==> config.mk <==
export PLATFORM = sky130hd
export DESIGN_NAME = swc_core
export DESIGN_NICKNAME = d
export VERILOG_FILES = /design/src/rtl/swc_pkg.sv /design/src/rtl/swc_regs.sv /design/src/rtl/swc_fault_ch.sv /design/src/rtl/swc_gate_mux.sv /design/src/rtl/swc_core.sv
export SDC_FILE = /design/constraint.sdc
export NUM_CORES = 1
export LEC_CHECK = 0
export BUFFER_PORTS_ARGS = -buffer_cell sky130_fd_sc_hd__buf_2
export CELL_PAD_IN_SITES_DETAIL_PLACEMENT = 0
export CELL_PAD_IN_SITES_GLOBAL_PLACEMENT = 1
export CORE_UTILIZATION = 25
export DETAILED_ROUTE_END_ITERATION = 16
export PLACE_DENSITY_LB_ADDON = 0.1
export SETUP_SLACK_MARGIN = 0.02
export SLEW_MARGIN = 40
export SYNTH_ARGS = -nofsm -noshare
export SYNTH_HDL_FRONTEND = slang
export SYNTH_SLANG_ARGS = --single-unit
==> constraint.sdc <==
create_clock -name clk -period 2.3 [get_ports clk]
set_input_delay 0.345 -clock clk [delete_from_list [all_inputs] [get_ports clk]]
set_output_delay 0.345 -clock clk [all_outputs]
set_load 0.02 [all_outputs]
==> src/rtl/swc_pkg.sv <==
package swc_pkg;
    localparam int NUM_CH  = 8;
    localparam int ADDR_W  = 3;
    localparam int DATA_W  = NUM_CH;
    localparam int RT_W    = DATA_W;

    typedef logic [NUM_CH-1:0] ch_vec_t;

    typedef enum logic [ADDR_W-1:0] {
        ADR_CMD   = 3'd0,
        ADR_MASK0 = 3'd1,
        ADR_MASK1 = 3'd2,
        ADR_CLR   = 3'd3,
        ADR_RTIME = 3'd4,
        ADR_DIAG  = 3'd6
    } reg_addr_e;

    localparam ch_vec_t          MASK0_RST = ch_vec_t'(8'h04);
    localparam ch_vec_t          MASK1_RST = ch_vec_t'(8'h08);
    localparam logic [RT_W-1:0]  RTIME_RST = RT_W'(16);

    typedef struct packed {
        ch_vec_t          cmd;
        ch_vec_t          mask0;
        ch_vec_t          mask1;
        logic [RT_W-1:0]  rtime;
    } ctrl_regs_t;

    function automatic ch_vec_t pin_request(input ctrl_regs_t r, input logic p0, input logic p1);
        return (r.mask0 & {NUM_CH{p0}}) | (r.mask1 & {NUM_CH{p1}});
    endfunction
endpackage

==> src/rtl/swc_regs.sv <==
module swc_regs
    import swc_pkg::*;
(
    input  logic              clk,
    input  logic              rst,
    input  logic              wr_en,
    input  logic [ADDR_W-1:0] wr_addr,
    input  logic [DATA_W-1:0] wr_data,
    input  logic [ADDR_W-1:0] rd_addr,
    input  ch_vec_t           fault_q,
    output ctrl_regs_t        regs,
    output ch_vec_t           clr_req,
    output logic [DATA_W-1:0] rd_data
);
    ctrl_regs_t regs_q;

    always_ff @(posedge clk) begin
        if (rst) begin
            regs_q.cmd   <= '0;
            regs_q.mask0 <= MASK0_RST;
            regs_q.mask1 <= MASK1_RST;
            regs_q.rtime <= RTIME_RST;
        end else if (wr_en) begin
            case (wr_addr)
                ADR_CMD:   regs_q.cmd   <= wr_data;
                ADR_MASK0: regs_q.mask0 <= wr_data;
                ADR_MASK1: regs_q.mask1 <= wr_data;
                ADR_RTIME: regs_q.rtime <= wr_data;
                default:   ;
            endcase
        end
    end

    assign regs    = regs_q;
    assign clr_req = (wr_en && wr_addr == ADR_CLR) ? wr_data : '0;

    always_comb begin
        case (rd_addr)
            ADR_CMD:   rd_data = regs_q.cmd;
            ADR_MASK0: rd_data = regs_q.mask0;
            ADR_MASK1: rd_data = regs_q.mask1;
            ADR_RTIME: rd_data = regs_q.rtime;
            ADR_DIAG:  rd_data = fault_q;
            default:   rd_data = '0;
        endcase
    end

    // reset restores the default routing masks
    a_r1_reset_masks: assert property (@(posedge clk)
        rst |=> (regs_q.mask0 == MASK0_RST && regs_q.mask1 == MASK1_RST));
endmodule

==> src/rtl/swc_fault_ch.sv <==
module swc_fault_ch
    import swc_pkg::*;
(
    input  logic            clk,
    input  logic            rst,
    input  logic            evt,
    input  logic            clr,
    input  logic            limp,
    input  logic            pin_req,
    input  logic [RT_W-1:0] rtime,
    output logic            fault_q
);
    logic [RT_W-1:0] cnt_q;
    logic            qualify;
    logic            expire;
    logic [RT_W:0]   cnt_next;

    assign qualify  = limp && fault_q && pin_req;
    assign cnt_next = {1'b0, cnt_q} + 1'b1;
    assign expire   = qualify && (cnt_next >= {1'b0, rtime});

    always_ff @(posedge clk) begin
        if (rst) begin
            fault_q <= 1'b0;
            cnt_q   <= '0;
        end else begin
            if (evt)
                fault_q <= 1'b1;
            else if (clr || expire)
                fault_q <= 1'b0;

            if (!qualify || expire)
                cnt_q <= '0;
            else
                cnt_q <= cnt_next[RT_W-1:0];
        end
    end

    // an event latches the fault at that edge
    a_r5_event_latches: assert property (@(posedge clk) disable iff (rst)
        evt |=> fault_q);
    // a clear coinciding with an active event is ignored
    a_r6_clear_blocked: assert property (@(posedge clk) disable iff (rst)
        (evt && clr) |=> fault_q);
    // leaving limp home restarts the count
    a_r7_limp_exit_resets: assert property (@(posedge clk) disable iff (rst)
        !limp |=> (cnt_q == '0));
    // no recovery outside limp home without a clear
    a_r7_no_self_clear: assert property (@(posedge clk) disable iff (rst)
        (fault_q && !limp && !clr) |=> fault_q);
endmodule

==> src/rtl/swc_gate_mux.sv <==
module swc_gate_mux
    import swc_pkg::*;
(
    input  ctrl_regs_t regs,
    input  ch_vec_t    fault_q,
    input  logic       in0,
    input  logic       in1,
    input  logic       sleep_n,
    output ch_vec_t    pin_req,
    output ch_vec_t    gate
);
    ch_vec_t awake_cmd;
    ch_vec_t bypass_cmd;

    assign pin_req   = pin_request(regs, in0, in1);
    assign awake_cmd = (regs.cmd | pin_req) & ~fault_q;

    always_comb begin
        bypass_cmd    = '0;
        bypass_cmd[2] = in0;
        bypass_cmd[3] = in1;
    end

    assign gate = sleep_n ? awake_cmd : bypass_cmd;

    // sleep path touches only channels 2 and 3
    always_comb begin
        if (!sleep_n)
            a_r4_sleep_only_two: assert ($countones(gate & ~ch_vec_t'(8'h0C)) == 0);
    end
endmodule

==> src/rtl/swc_core.sv <==
module swc_core
    import swc_pkg::*;
(
    input  logic       clk,
    input  logic       rst,
    input  logic       wr_en,
    input  logic [2:0] wr_addr,
    input  logic [7:0] wr_data,
    input  logic [2:0] rd_addr,
    output logic [7:0] rd_data,
    input  logic       in0,
    input  logic       in1,
    input  logic       sleep_n,
    input  logic       limp,
    input  logic [7:0] oc_evt,
    input  logic [7:0] ot_evt,
    output logic [7:0] gate,
    output logic [7:0] fault
);
    ctrl_regs_t regs;
    ch_vec_t    clr_req;
    ch_vec_t    fault_q;
    ch_vec_t    pin_req;

    swc_regs u_regs (
        .clk(clk), .rst(rst), .wr_en(wr_en), .wr_addr(wr_addr), .wr_data(wr_data),
        .rd_addr(rd_addr), .fault_q(fault_q), .regs(regs), .clr_req(clr_req),
        .rd_data(rd_data)
    );

    for (genvar i = 0; i < NUM_CH; i++) begin : g_ch
        swc_fault_ch u_ch (
            .clk(clk), .rst(rst), .evt(oc_evt[i] | ot_evt[i]), .clr(clr_req[i]),
            .limp(limp), .pin_req(pin_req[i]), .rtime(regs.rtime), .fault_q(fault_q[i])
        );
    end

    swc_gate_mux u_mux (
        .regs(regs), .fault_q(fault_q), .in0(in0), .in1(in1), .sleep_n(sleep_n),
        .pin_req(pin_req), .gate(gate)
    );

    assign fault = fault_q;

    // while awake a latched channel never drives its gate
    a_r2_fault_blocks_gate: assert property (@(posedge clk) disable iff (rst)
        sleep_n |-> ((gate & fault) == '0));
endmodule

==> summary.txt <==
Fin nets: 948
Vias post-DR: 5502
Clock sinks: 104
Top cells by area, synth: dfxtp_1 (34%), ha_1 (15%), nand2_1 (6.6%), a21oi_1 (4.8%), nor2b_1 (3.8%)
Power Density: 483.4 nW/µm²
Met3 GRT Util: 1.954%
Hold path cells: 3
Max-slew violation count: 0
FF-to-FF setup slack: 0.08 ns
GPL Wtd Cong: 0.7724
FFs w/ async S/R, synth: 0%
Root Driver: clkbuf_16
Worst-Margin Slew: 0.6372 ns
FF+latch count, synth: 104
Fin crit period: 2.220 ns
Post-Synth Simple-Gate Area: 25.41%
Post-synthesis adder-cell area fraction: 14.51%
Reg2reg start: g_ch[0].u_ch.cnt_q[4]$_SDFF_PP0_
Ant. Diodes: 0
Maximum vdd drop: 0.3342 mV
Syn Nets: 844
I/O Buffers: 60
Routed Antenna Nets: 0
CORE AREA: 24320 µm²
Pre-antenna DRT Iters: 4
GR Util met1: 21.07%
Yosys top cell area share: 33.53%
CTS tree: built
CP arrival: 2.50 ns
# rows: 57
Count leader, synth: nand2_1
Final setup violation count: 0
Drt wl/cell: 17.32 µm
Final hold violations: 0
Met2 GRT Util: 27.09%
Main synth FF type: dfxtp_1
Mean Syn Cell Area: 8.447 µm²
Grt peak-use layer: met2
Critical Path Source Type: flop
Violation count after the first detailed-route iteration: 217
Fmax: 450.5 MHz
Hold Path Class: primary input to flop
Gr usage total: 15.98%
Mapped Area: 6208 µm²
Relative slew slack: 57.34%
Sequential area share after synthesis: 33.53%
RSZ-0062 raised after global routing: yes
Post-Synth XOR/XNOR Area: 6.771%
Final worst-path cycle share: 96.52%
Share of post-route cells with drive strength above 1: 26.07%
Total chip power: 3.822 mW
CP startpoint: g_ch[0].u_ch.cnt_q[4]$_SDFF_PP0_
Crit path to: g_ch[0].u_ch.cnt_q[6]$_SDFF_PP0_
Largest family of logic cells by synthesized area: simple AND/OR/NAND/NOR gates
DRT Wirelength: 20220 µm
Die width: 159.6 µm
Status: finished, final reports clean
Compound-Gate Fraction of Synth Area: 13.36%
Initial antenna violation count: 0
Longest Clk Path Bufs: 2
YS warnings: 0
Full die area: 25470 µm²
Clock Latency Late Sink: 0.36 ns
Vias in the first global route: 5552
Cells after synthesis: 735
Worst-path clk slew: 0.07 ns
Fin Clk Skew: 0.01326 ns
R2R depth: 9
Area Overhead vs Synth: 27.35%
Total leakage power: 3.374 nW
Post-synth EDFFs: 0
Critical Path RT: 2.58 ns
Setup Crit Path Kind: flop to flop
IO Pins: 61
CTS buffer count: 9
Largest net degree at the start of global routing: 25
Vias per Instance: 4.711
FF-to-FF End: g_ch[0].u_ch.cnt_q[6]$_SDFF_PP0_
MaxCap Viol Count: 0
Distinct cells, synth: 48
Max FO, Critical Path: 8
Hold WS: 0.2540 ns
Hpwl dp: 14780 µm
CTS H-tree lvls: 3
CP Capture Type: flop
DRC Markers: 0
GRT overflow: 0
Top cell type by total area after synthesis: dfxtp_1
First-pass GRT wire length: 31320 µm
Multiplexer share of the synthesized area: 2.620%
Commonest cells post-synth: nand2_1 (109), dfxtp_1 (104), ha_1 (72)
Initial Util: 25.53%
Die Ht: 159.6 µm
==> registers in the layout (all words and copies together) (netlist names) <==
name               flops
g_ch.u_ch.cnt_q       64
u_regs.regs           32
g_ch.u_ch.fault_q      8
==> worst max-delay path: stages (launching register included) <==
cell      delay [ns]
dfxtp_4         0.36
and3_4          0.18
and3_4          0.18
xor2_2          0.18
ha_1            0.31
nand4_1         0.14
o221ai_2        0.14
a211oi_2        0.29
buf_4           0.21
and3_1          0.16
==> timing repair <==
item | 4_1_cts | 5_1_grt
resized for setup | 8 | 82
setup buffers | 7 | 7
pin swaps | 7 | 29
setup endpoints to repair | 18 | 72
hold buffers | 0 | 0
==> layer usage <==
| layer | wire [µm] | part of all wire (%) |
|---|---|---|
| met1 | 9647 | 48 |
| met4 | 334 | 1.7 |
| met3 | 502 | 2.5 |
| met5 | 0 | 0 |
| met2 | 9740 | 48 |
==> per-stage QoR <==
stage	utilization (%)	std cells	TNS, ns	setup WS [ns]	instance area [µm²]
after floorplan	-	735	0	0.1472	6208
after CTS	30.85	1161	0	0.02720	7502
after detailed placement	29.33	1138	-0.1033	-0.05562	7133
final	32.51	1168	0	0.08000	7906
after global placement	29.33	1138	-0.0001072	-0.0001072	7133
after global routing	32.51	1168	-0.01025	-0.009067	7906
==> layout by cell type (no fill, tap or decap), types with 6 or more instances in the layout <==
master	instances
nand2_1	108
dfxtp_1	87
ha_1	64
buf_2	60
a21oi_1	55
buf_4	55
nor2_1	46
nand3_1	38
nor2b_1	38
inv_1	21
xor2_1	20
and3_1	16
xnor2_1	16
mux2i_1	14
o21ai_0	13
nor3b_1	13
dfxtp_2	13
o22ai_1	9
clkbuf_16	9
nand4_1	8
xnor2_2	7
nand3b_1	7
a211oi_1	7
a22o_2	6
nor3_1	6
==> how the worst min path moves through the flow <==
stage | from | to | slack [ns]
6_report | ot_evt[4] | g_ch[4].u_ch.fault_q$_SDFFE_PP0P_ | 0.25
4_1_cts | ot_evt[4] | g_ch[4].u_ch.fault_q$_SDFFE_PP0P_ | 0.24
3_5_place_dp | u_regs.regs[2]$_SDFFE_PP0P_ | u_regs.regs[2]$_SDFFE_PP0P_ | 0.45
5_1_grt | oc_evt[0] | g_ch[0].u_ch.fault_q$_SDFFE_PP0P_ | 0.26
3_3_place_gp | g_ch[0].u_ch.cnt_q[0]$_SDFF_PP0_ | g_ch[0].u_ch.cnt_q[0]$_SDFF_PP0_ | 0.44
2_1_floorplan | g_ch[0].u_ch.cnt_q[0]$_SDFF_PP0_ | g_ch[0].u_ch.cnt_q[0]$_SDFF_PP0_ | 0.43
==> final cells by class <==
type / instances / area, µm²
tap: 324 / 405.4
multi-input combinational: 584 / 4230
clock buffer: 12 / 266.5
timing repair buffer: 119 / 784.5
inverter: 21 / 78.83
clock inverter: 4 / 27.53
fill: 2543 / 16410
sequential: 104 / 2113
==> report_power, final <==
group | switching, mW | leakage (nW) | total, mW | internal (mW)
registers | 0.0333 | 0.852 | 1.85 | 1.82
clock network | 0.743 | 0.149 | 1.57 | 0.826
logic | 0.247 | 2.37 | 0.399 | 0.152
==> kinds of logic after synthesis <==
logic type | count (synthesis)
compound gates | 133
xor+xnor | 48
fa+ha+maj | 72
buf+inv | 47
flops | 104
mux | 15
simple gates | 316
Power figures use the tool's default switching activity.
